--- src/rtl/alu4_pkg.sv ---
// Shared constants for the ALU slice: function-code width and the codes
// whose behaviour the checker pins down explicitly.
package alu4_pkg;
    localparam int SEL_W = 4;
    typedef logic [SEL_W-1:0] alu_sel_t;
    localparam alu_sel_t SEL_PASS_A = 4'b0000;
    localparam alu_sel_t SEL_ONES   = 4'b0011;
    localparam alu_sel_t SEL_ZEROS  = 4'b1100;
endpackage

--- src/rtl/alu_bit_terms.sv ---
// Per-bit term generator. For every bit it forms the OR-shaped addend
// (propagate) and the AND-shaped addend (generate) chosen by the code.
// Assumes the code is stable; purely combinational.
module alu_bit_terms
    import alu4_pkg::*;
#(
    parameter int WIDTH = 4
) (
    input  logic [WIDTH-1:0] a,
    input  logic [WIDTH-1:0] b,
    input  alu_sel_t         sel,
    output logic [WIDTH-1:0] prop,
    output logic [WIDTH-1:0] gen
);
    for (genvar i = 0; i < WIDTH; i++) begin : g_bit
        // Build both addend bits for bit i from the code.
        always_comb begin
            prop[i] = a[i] | (b[i] & sel[0]) | (~b[i] & sel[1]);
            gen[i]  = (a[i] & ~b[i] & sel[2]) | (a[i] & b[i] & sel[3]);
        end
    end
endmodule

--- src/rtl/alu_ripple.sv ---
// Ripple carry chain and sum. The internal carries are masked in logic
// mode so the result becomes prop XOR gen; the carry-out is left unmasked.
// Assumes gen implies prop per bit, which the term generator guarantees.
module alu_ripple #(
    parameter int WIDTH = 4
) (
    input  logic [WIDTH-1:0] prop,
    input  logic [WIDTH-1:0] gen,
    input  logic             cin,
    input  logic             logic_mode,
    output logic [WIDTH-1:0] sum,
    output logic             cout
);
    logic [WIDTH:0] c;
    assign c[0] = cin;
    for (genvar i = 0; i < WIDTH; i++) begin : g_stage
        // Carry into the next bit and the result bit for bit i.
        always_comb begin
            c[i+1] = gen[i] | (prop[i] & c[i]);
            sum[i] = prop[i] ^ gen[i] ^ (c[i] & ~logic_mode);
        end
    end
    assign cout = c[WIDTH];
endmodule

--- src/rtl/alu_group_la.sv ---
// Group lookahead terms: group propagate is the AND of all bit propagates,
// group generate the carry the group would produce on its own.
// Independent of carry-in and mode.
module alu_group_la #(
    parameter int WIDTH = 4
) (
    input  logic [WIDTH-1:0] prop,
    input  logic [WIDTH-1:0] gen,
    output logic             grp_p,
    output logic             grp_g
);
    // Fold the generate terms from the top bit down, masked by propagates above.
    always_comb begin
        logic run_p;
        grp_g = 1'b0;
        run_p = 1'b1;
        for (int i = WIDTH - 1; i >= 0; i--) begin
            grp_g = grp_g | (run_p & gen[i]);
            run_p = run_p & prop[i];
        end
        grp_p = &prop;
    end
endmodule

--- src/rtl/alu4_slice.sv ---
// Top of the ALU slice. Combines the term generator, the ripple chain and the
// group lookahead. REG_OUT selects a registered (1) or direct (0) output path.
// The register uses a synchronous active-low reset.
module alu4_slice
    import alu4_pkg::*;
#(
    parameter int WIDTH   = 4,
    parameter bit REG_OUT = 1'b1
) (
    input  logic             clk,
    input  logic             rst_n,
    input  logic [WIDTH-1:0] a_i,
    input  logic [WIDTH-1:0] b_i,
    input  logic [3:0]       sel_i,
    input  logic             logic_mode_i,
    input  logic             carry_i,
    output logic [WIDTH-1:0] f_o,
    output logic             carry_o,
    output logic             grp_prop_o,
    output logic             grp_gen_o
);
    localparam int OUT_W = WIDTH + 3;

    logic [WIDTH-1:0] prop, gen, f_comb;
    logic             cout_rip, grp_p, grp_g;
    logic [OUT_W-1:0] out_comb;

    alu_bit_terms #(.WIDTH(WIDTH)) u_terms (
        .a(a_i), .b(b_i), .sel(alu_sel_t'(sel_i)), .prop(prop), .gen(gen)
    );

    alu_ripple #(.WIDTH(WIDTH)) u_ripple (
        .prop(prop), .gen(gen), .cin(carry_i), .logic_mode(logic_mode_i),
        .sum(f_comb), .cout(cout_rip)
    );

    alu_group_la #(.WIDTH(WIDTH)) u_group (
        .prop(prop), .gen(gen), .grp_p(grp_p), .grp_g(grp_g)
    );

    assign out_comb = {f_comb, cout_rip, grp_p, grp_g};

    if (REG_OUT) begin : g_reg
        logic [OUT_W-1:0] out_q;
        // Capture all outputs once per clock; clear on reset.
        always_ff @(posedge clk) begin
            if (!rst_n) out_q <= '0;
            else        out_q <= out_comb;
        end
        assign {f_o, carry_o, grp_prop_o, grp_gen_o} = out_q;
    end else begin : g_direct
        assign {f_o, carry_o, grp_prop_o, grp_gen_o} = out_comb;
    end
endmodule

--- config.mk ---
export PLATFORM = sky130hd
export DESIGN_NAME = alu4_slice
export DESIGN_NICKNAME = d
export VERILOG_FILES = /design/src/rtl/alu4_pkg.sv /design/src/rtl/alu_bit_terms.sv /design/src/rtl/alu_ripple.sv /design/src/rtl/alu_group_la.sv /design/src/rtl/alu4_slice.sv
export SDC_FILE = /design/constraint.sdc
export NUM_CORES = 1
export LEC_CHECK = 0
export BUFFER_PORTS_ARGS = -buffer_cell sky130_fd_sc_hd__buf_4
export CAP_MARGIN = 10
export CELL_PAD_IN_SITES_DETAIL_PLACEMENT = 0
export CELL_PAD_IN_SITES_GLOBAL_PLACEMENT = 1
export CORE_MARGIN = 1
export CORE_UTILIZATION = 30
export CTS_CLUSTER_SIZE = 14
export DETAILED_ROUTE_END_ITERATION = 6
export MAX_ROUTING_LAYER = met4
export PLACE_DENSITY = 0.81
export SYNTH_ARGS = -nofsm -noshare
export SYNTH_HDL_FRONTEND = slang
export SYNTH_HIERARCHICAL = 1
export SYNTH_SLANG_ARGS = --single-unit
--- constraint.sdc ---
create_clock -name clk -period 1.85 [get_ports clk]
set_input_delay 0.185 -clock clk [delete_from_list [all_inputs] [get_ports clk]]
set_output_delay 0.185 -clock clk [all_outputs]
set_load 0.1 [all_outputs]
## After elaboration in Yosys (flattened, before gate mapping)

Cells that the tools add are included.

| storage, ports and cells | value |
|---|---|
| bits in registers | 7 |
| word-level logic and storage cells | 71 |

| operators by class | value |
|---|---|
| reductions and logical operators | 1 |
| bitwise gates (word level) | 69 |

Operators by type and width:

| kind | number |
|---|---|
| bitwise AND 1 bit | 37 |
| bitwise OR 1 bit | 19 |
| XOR 1 bit | 8 |
| inverter 1 bit | 5 |
| AND reduction 4 bit | 1 |

## Depth between registers and ports, before layout

Gate-level depths: netlist (run 1).

| logic depth | value |
|---|---|
| word-level depth | 11 |
| depth in mapped cells | 7 |
| gate-level depth less buffers | 7 |

## Hierarchy

Netlist (run 1), hierarchy kept.

By module, submodules not included:

| module | seq. area each (µm²) | area an instance (µm²) | instances | cells an instance |
|---|---|---|---|---|
| alu4_slice | 140.1 | 183.9 | 1 | 14 |
| alu_ripple | 0.0 | 140.1 | 1 | 20 |
| alu_bit_terms | 0.0 | 125.1 | 1 | 16 |
| alu_group_la | 0.0 | 26.3 | 1 | 6 |

## Worst setup path after synthesis (run 1)

Ideal clock, no wire load.

| path | value |
|---|---|
| path type | input to register |
| start | input sel_i[1] |
| end | register g_reg.out_q[6] |
| required time | 1.735 ns |
| setup slack | 0.498 ns |
| setup time | 0.115 ns |
| arrival | 1.237 ns |
| stages on the path | 7 |
| path buffers | 0 |
| path through | nor2b_1 > a211o_1 > a21oi_2 > nor2_2 > a31oi_1 > xnor2_1 > and2_1 |

| between the ends | value |
|---|---|
| longest elaborated chain between the ends | 10 |

RTL lines:

| item | line | text |
|---|---|---|
| start: declaration | alu4_slice.sv:14 | `input logic [3:0] sel_i,` |
| bitwise AND 1 bit | alu_bit_terms.sv:18 | `prop[i] = a[i] \| (b[i] & sel[0]) \| (~b[i] & sel[1]);` |
| bitwise OR 1 bit | alu_bit_terms.sv:18 |  |
| via prop[0] | alu4_slice.sv:24 | `logic [WIDTH-1:0] prop, gen, f_comb;` |
| bitwise AND 1 bit | alu_ripple.sv:19 | `c[i+1] = gen[i] \| (prop[i] & c[i]);` |
| bitwise OR 1 bit | alu_ripple.sv:19 |  |
| bitwise AND 1 bit | alu_ripple.sv:19 |  |
| bitwise OR 1 bit | alu_ripple.sv:19 |  |
| bitwise AND 1 bit | alu_ripple.sv:19 |  |
| bitwise OR 1 bit | alu_ripple.sv:19 |  |
| bitwise AND 1 bit | alu_ripple.sv:20 | `sum[i] = prop[i] ^ gen[i] ^ (c[i] & ~logic_mode);` |
| XOR 1 bit | alu_ripple.sv:20 |  |
| via f_comb[3] | alu4_slice.sv:24 |  |
| end signal: assignment | alu4_slice.sv:48 | `else out_q <= out_comb;` |
| end: declaration | alu4_slice.sv:44 | `logic [OUT_W-1:0] out_q;` |

The timed path passes the listed nets, and every way through them passes these cells.
A chain may end at the register's enable or synchronous reset.

## Final worst setup path (run 1)

Ends and elaborated chain as after synthesis.

==> results of run 1 <==
[final cells by class]
class / instances / area [um^2] / area share [%]
Multi-Input combinational cell: 49 / 335 / 48.8
Clock buffer: 4 / 26.3 / 3.83
Tap cell: 16 / 20.0 / 2.91
Timing Repair Buffer: 22 / 165 / 24.0
Sequential cell: 7 / 140 / 20.4
[power by group through the flow]
| stage | Combinational [mW] | Sequential (mW) | Clock (mW) |
|---|---|---|---|
| 6_report | 0.286 | 0.173 | 0.131 |
| 5_1_grt | 0.304 | 0.175 | 0.144 |
| 4_1_cts | 0.289 | 0.174 | 0.138 |
| 3_5_place_dp | 0.288 | 0.177 | 0 |
| 3_3_place_gp | 0.288 | 0.177 | 0 |
| 2_1_floorplan | 0.0829 | 0.308 | 0 |
[Yosys cell counts (2+ instances only)]
cell	number
nor2_1	2
a211o_1	4
dfxtp_1	7
nor2b_1	11
a21oi_1	5
mux2i_1	4
nand2_1	3
xnor2_1	6
xor2_1	2
and2_1	7
[through the flow]
stage | instances | cell area [um^2]
2_1_floorplan | 56 | 475
3_3_place_gp | 94 | 661
3_5_place_dp | 94 | 661
4_1_cts | 98 | 687
5_1_grt | 98 | 687
6_report | 98 | 687
[worst max-delay path, cell delays in order]
cell and delay, ns:
buf_4 0.12, nor2b_1 0.12, a211o_1 0.31, a21oi_2 0.18, nor2_2 0.07, a31oi_1 0.19, xnor2_1 0.09, and2_1 0.15
[cell families (layout without fill, tap and decap cells)]
kind of cell           Yosys count  after routing  share of synthesized area [%]
XOR/XNOR                         8              8                           14.7
flip-flops                       7              7                           29.5
multiplexers                     4              4                           8.42
AO/OA/AOI/OAI                   13             13                           18.4
AND/OR/NAND/NOR                 24             24                           28.9
buffers and inverters            0             26                              0
[worst max path at each step]
stage               startpoint  depth (start not counted)              to
finish                sel_i[1]                          8  g_reg.out_q[6]
global route          sel_i[1]                          8  g_reg.out_q[6]
CTS                   sel_i[1]                          8  g_reg.out_q[6]
detailed placement    sel_i[1]                          8  g_reg.out_q[6]
global placement      sel_i[1]                          8  g_reg.out_q[6]
floorplan             sel_i[1]                          7  g_reg.out_q[6]
[cell usage in the layout (no fill, tap or decap)]
cell type / netlist / routed
nor2_2: 1 / 1
and2_1: 7 / 7
a21oi_2: 1 / 1
nor2_1: 2 / 2
clkbuf_4: 0 / 3
xnor2_1: 6 / 6
a21oi_1: 5 / 5
dfxtp_1: 7 / 7
nor2b_1: 11 / 11
xor2_1: 2 / 2
mux2i_1: 4 / 4
a211o_1: 4 / 4
o21ai_1: 1 / 1
o211ai_1: 1 / 1
a31oi_1: 1 / 1
nand2_1: 3 / 3
clkbuf_1: 0 / 1
buf_4: 0 / 22
[routing by layer]
| layer | vias to the layer above | GRT usage, % |
|---|---|---|
| met4 | 0 | 9.68 |
| met2 | 22 | 21.3 |
| met1 | 193 | 13.4 |
| met5 | - | - |
| met3 | 0 | 1.30 |
| li1 | 244 | - |
==> reports/metrics.yaml, run 1 <==
hold_end: "g_reg.out_q[2]"
port_buffers: 22
hold_start: "rst_n"
tightest_slew_ns: 0.379
regMostFlops: "g_reg.out_q"
grt_max_degree: 8
max_cap_violations: 0
area_delta_synth_final_pct: 44.5
synthTopCellsByArea: "dfxtp_1, nor2b_1, xnor2_1"
first_iter_violations: 1
dr.pass1.iters: 2
largest_reg_flops: 7
n_antenna_cell: 0
cp_max_fo: 4
p_comb_share_pct: 48.4
leakage_nw: 0.314
start_util_pct: 31.9
ys_seq_area_share_pct: 29.5
p_int_mw: 0.344
dp_slack_ns: 0.317
post-dp-hpwl_um: 816
run_status: "completed"
via_per_inst: 4.68
clkSlewWorstSetupHoldPaths_ns: 0.05
synth_nets: 72
report.final.hold_viol_count: 0
cp-end-kind: "register"
core_um2: 1490
fp.dieH_um: 41.8
clockPowerShare_pct: 22.2
via_count: 459
synth-edff-count: 0
antenna_found_initial: 0
path_class: "input port to register"
route.final.wire_length_um: 935
setup_viol: 0
synth_seq_cells: 7
yosysWarnings: 6
drc: 0
wl_met2_um: 481
grt.overflow.total: 0
dr.max_layer_used: "met3"
fillers: 158
ys.flop_type: "dfxtp_1"
cts_tree: "yes"
grt_pass1_vias: 423
grt_pass1_wl_mm: 1.61
cp.required_ns: 1.99
reg_top3: "g_reg.out_q x7"
period_needed_ns: 1.28
fin_nets: 99
synthArstFlopShare_pct: 0
met3_length_um: 62
row_count: 14
drive_gt1_share_pct: 32.9
critPathArrivalTime_ns: 1.42
final_util_pct: 46.1
period_share_pct: 69.1
io_pins: 23
tns_ns: 0
swShare_pct: 41.8
antenna_left: 0
die_x_um: 41.8
cts_resized: 0
die_area_um2: 1750
worst_slack_ns: 0.571
clock-root-buffer: "clkbuf_4"
slew-limit-headroom_pct: 74.7
final_max_slew_viol_count: 0
fmax_mhz: 782
syn_avg_cell_area_um2: 8.49
wl_met1_um: 391
cts_buffers: 3
yosys.cell_types.count: 15
whs_ns: 0.185
seqPwrFrac_pct: 29.4
hold_buffers: 0
report.power.total_mw: 0.591
ctsLongestPathBuffers: 2
post-cts-setup-buffers: 0
synth_top_cell_by_area: "dfxtp_1"
grt_usage_pct: 12.6
drt-wirelength-per-cell_um: 9.54
p_switching_mw: 0.247
cellPowerDensity_nw_per_um2: 860
synthesis.instances: 56
cts.sinks: 7
place_congestion: 0.768
grt_setup_unrepaired: "no"
synth_top_area_share_pct: 29.5
vdd_drop_max_v: 0.000224
h-tree-depth: 1
holdPathStages: 2
synth_area_um2: 475
hold_class: "input port to register"
startpoint_type: "input port"
(Power assumes the default switching activity.)
==> run 2: changes to the inputs <==
--- a/config.mk
+++ b/config.mk
@@ -5,16 +5,17 @@
 export SDC_FILE = /design/constraint.sdc
 export NUM_CORES = 1
 export LEC_CHECK = 0
+export ABC_AREA = 1
 export BUFFER_PORTS_ARGS = -buffer_cell sky130_fd_sc_hd__buf_4
 export CAP_MARGIN = 10
 export CELL_PAD_IN_SITES_DETAIL_PLACEMENT = 0
 export CELL_PAD_IN_SITES_GLOBAL_PLACEMENT = 1
 export CORE_MARGIN = 1
-export CORE_UTILIZATION = 30
+export CORE_UTILIZATION = 26
 export CTS_CLUSTER_SIZE = 14
 export DETAILED_ROUTE_END_ITERATION = 6
 export MAX_ROUTING_LAYER = met4
-export PLACE_DENSITY = 0.81
+export PLACE_DENSITY = 0.78
 export SYNTH_ARGS = -nofsm -noshare
 export SYNTH_HDL_FRONTEND = slang
 export SYNTH_HIERARCHICAL = 1
==> constraint.sdc (replaced) <==
create_clock -name clk -period 1.1 [get_ports clk]
set_input_delay 0.11 -clock clk [delete_from_list [all_inputs] [get_ports clk]]
set_output_delay 0.11 -clock clk [all_outputs]
set_load 0.1 [all_outputs]
==> run 2 against run 1 <==
Critical path depth decreased by 7. Core utilization decreased by 2.9 points. Synthesized area is 11% higher. Via count grew 27%. Cell area rose by 15%. Sequential power rose by 68%. Largest cell class unchanged. Highest routed layer is now met4.
==> reports/metrics.yaml, run 2 <==
max_cap_violations: 0
synth_commonest_cells: "nand2_1, inv_1, nand3_1"
path_class: "register to output port"
use_met1_pct: 13.7
first_iter_violations: 12
die_x_um: 47.0
cp_slowest_cell: "dfxtp_1"
route.final.wire_length_mm: 1.10
cts_buffers: 3
yosys.cell_types.count: 14
post-cts-setup-buffers: 0
swShare_pct: 43.0
whs_ns: 0.102
syn_avg_cell_area_um2: 5.85
final_common_cell: "nand2_1"
dp.cells: 142
critPathTopFamily: "flip-flops"
reg_top3: "g_reg.out_q x7"
die_area_um2: 2210
synthArstFlopShare_pct: 0
regMostFlops: "g_reg.out_q"
drt-wirelength-per-cell_um: 7.52
clockPowerShare_pct: 21.8
placed_cell_area_um2: 761
instances_no_fill: 146
yosysMostFrequentCell: "nand2_1"
row_count: 15
fin_area_um2: 787
cts_resized: 0
vdd_drop_max_v: 0.000573
core_um2: 1820
cts.sinks: 7
largest_reg_flops: 7
met3_usage_pct: 1.15
busiest_layer: "met2"
fmax_mhz: 1060
area_delta_synth_final_pct: 49.4
critPathArrivalTime_ns: 0.83
clock-root-buffer: "clkbuf_4"
via_per_inst: 4.00
place_congestion: 0.717
antenna_found_initial: 0
report.power.total_mw: 1.01
tns_ns: 0
synth_seq_cells: 7
dr.pass1.iters: 4
clkSlewWorstSetupHoldPaths_ns: 0.05
ctsLongestPathBuffers: 2
fp.dieH_um: 47.0
grt_max_degree: 8
cts_tree: "yes"
synth_nets: 106
run_status: "completed"
drive_gt1_share_pct: 28.9
dp_slack_ns: -0.0746
setup_viol: 0
cpPeakStageDelay_ns: 0.31
p_switching_mw: 0.434
hold_buffers: 0
n_antenna_cell: 0
yosysWarnings: 6
hold_class: "input port to register"
synthTopCellsByArea: "dfxtp_1, nand2_1, inv_1"
io_pins: 23
cp_max_fo: 1
via_count: 584
tightest_slew_ns: 0.280
mostFrequentLayoutCells: "nand2_1, buf_4, inv_1"
synth_top_area_share_pct: 26.6
globalRouteMet2Util_pct: 20.3
report.final.hold_viol_count: 0
cp.required_ns: 0.99
grt_pass1_vias: 509
synth-edff-count: 0
seqPwrFrac_pct: 28.8
synth_top_cell_by_area: "dfxtp_1"
cellPowerDensity_nw_per_um2: 1280
grt_setup_unrepaired: "no"
ys_seq_area_share_pct: 26.6
grt_usage_pct: 12.5
drc: 0
fin_nets: 138
worst_slack_ns: 0.160
post-dp-hpwl_um: 977
period_share_pct: 85.5
startpoint_type: "register"
grt.overflow.total: 0
slew-limit-headroom_pct: 81.5
synthesis.instances: 90
critical_path_buf_inv_count: 1
start_util_pct: 28.9
grt_pass1_wl_mm: 1.88
final_max_slew_viol_count: 0
leakage_nw: 0.488
cp-end-kind: "output port"
path_cells: "buf_4"
p_comb_share_pct: 49.5
p_int_mw: 0.576
antenna_left: 0
period_needed_ns: 0.940
port_buffers: 22
final_util_pct: 43.2
h-tree-depth: 1
ys.flop_type: "dfxtp_1"
synth_area_um2: 527
## run 2: changes by cell type after synthesis, sizes merged, moves of 4 or more
cell,previous run,this run
a21oi,6,1
mux2i,4,0
inv,0,22
a211o,4,0
nand2,3,32
nand3,0,16
and2,7,0
nor2b,11,0
## run 2: area by class of cell
| class | count | area [um^2] |
|---|---|---|
| clock buffers | 4 | 26.3 |
| repair buffers | 27 | 203 |
| inverters | 22 | 82.6 |
| fillers | 206 | 1030 |
| flip-flops and latches | 7 | 140 |
| well taps | 25 | 31.3 |
| multi-input cells | 61 | 304 |
## run 2: final timing paths
| path | from | depth (start not counted) | slack (ns) | endpoint |
|---|---|---|---|---|
| worst min-delay path | rst_n | 3 | 0.10 | g_reg.out_q[0] |
| worst max-delay path | g_reg.out_q[5] | 1 | 0.16 | f_o[2] |
## run 2: cells by family (layout without fill, tap and decap cells)
group / Yosys count / count (layout) / share of synthesized area, %
AND/OR/NAND/NOR: 53 / 53 / 45.4
XOR/XNOR: 6 / 6 / 9.98
flip-flops: 7 / 7 / 26.6
buffers and inverters: 22 / 53 / 15.7
AO/OA/AOI/OAI: 2 / 2 / 2.37
## run 2: layer usage
| metal | up-vias | wire length, um |
|---|---|---|
| met5 | - | 0 |
| met4 | 0 | 10 |
| li1 | 330 | - |
| met1 | 231 | 500 |
| met3 | 2 | 58 |
| met2 | 21 | 528 |
## run 2: power groups by stage
| stage | registers (mW) | clock network [mW] | logic, mW |
|---|---|---|---|
| after floorplan | 0.507 | 0 | 0.149 |
| after global placement | 0.295 | 0 | 0.499 |
| after detailed placement | 0.295 | 0 | 0.503 |
| after CTS | 0.291 | 0.232 | 0.503 |
| after global routing | 0.294 | 0.257 | 0.542 |
| final | 0.290 | 0.220 | 0.499 |
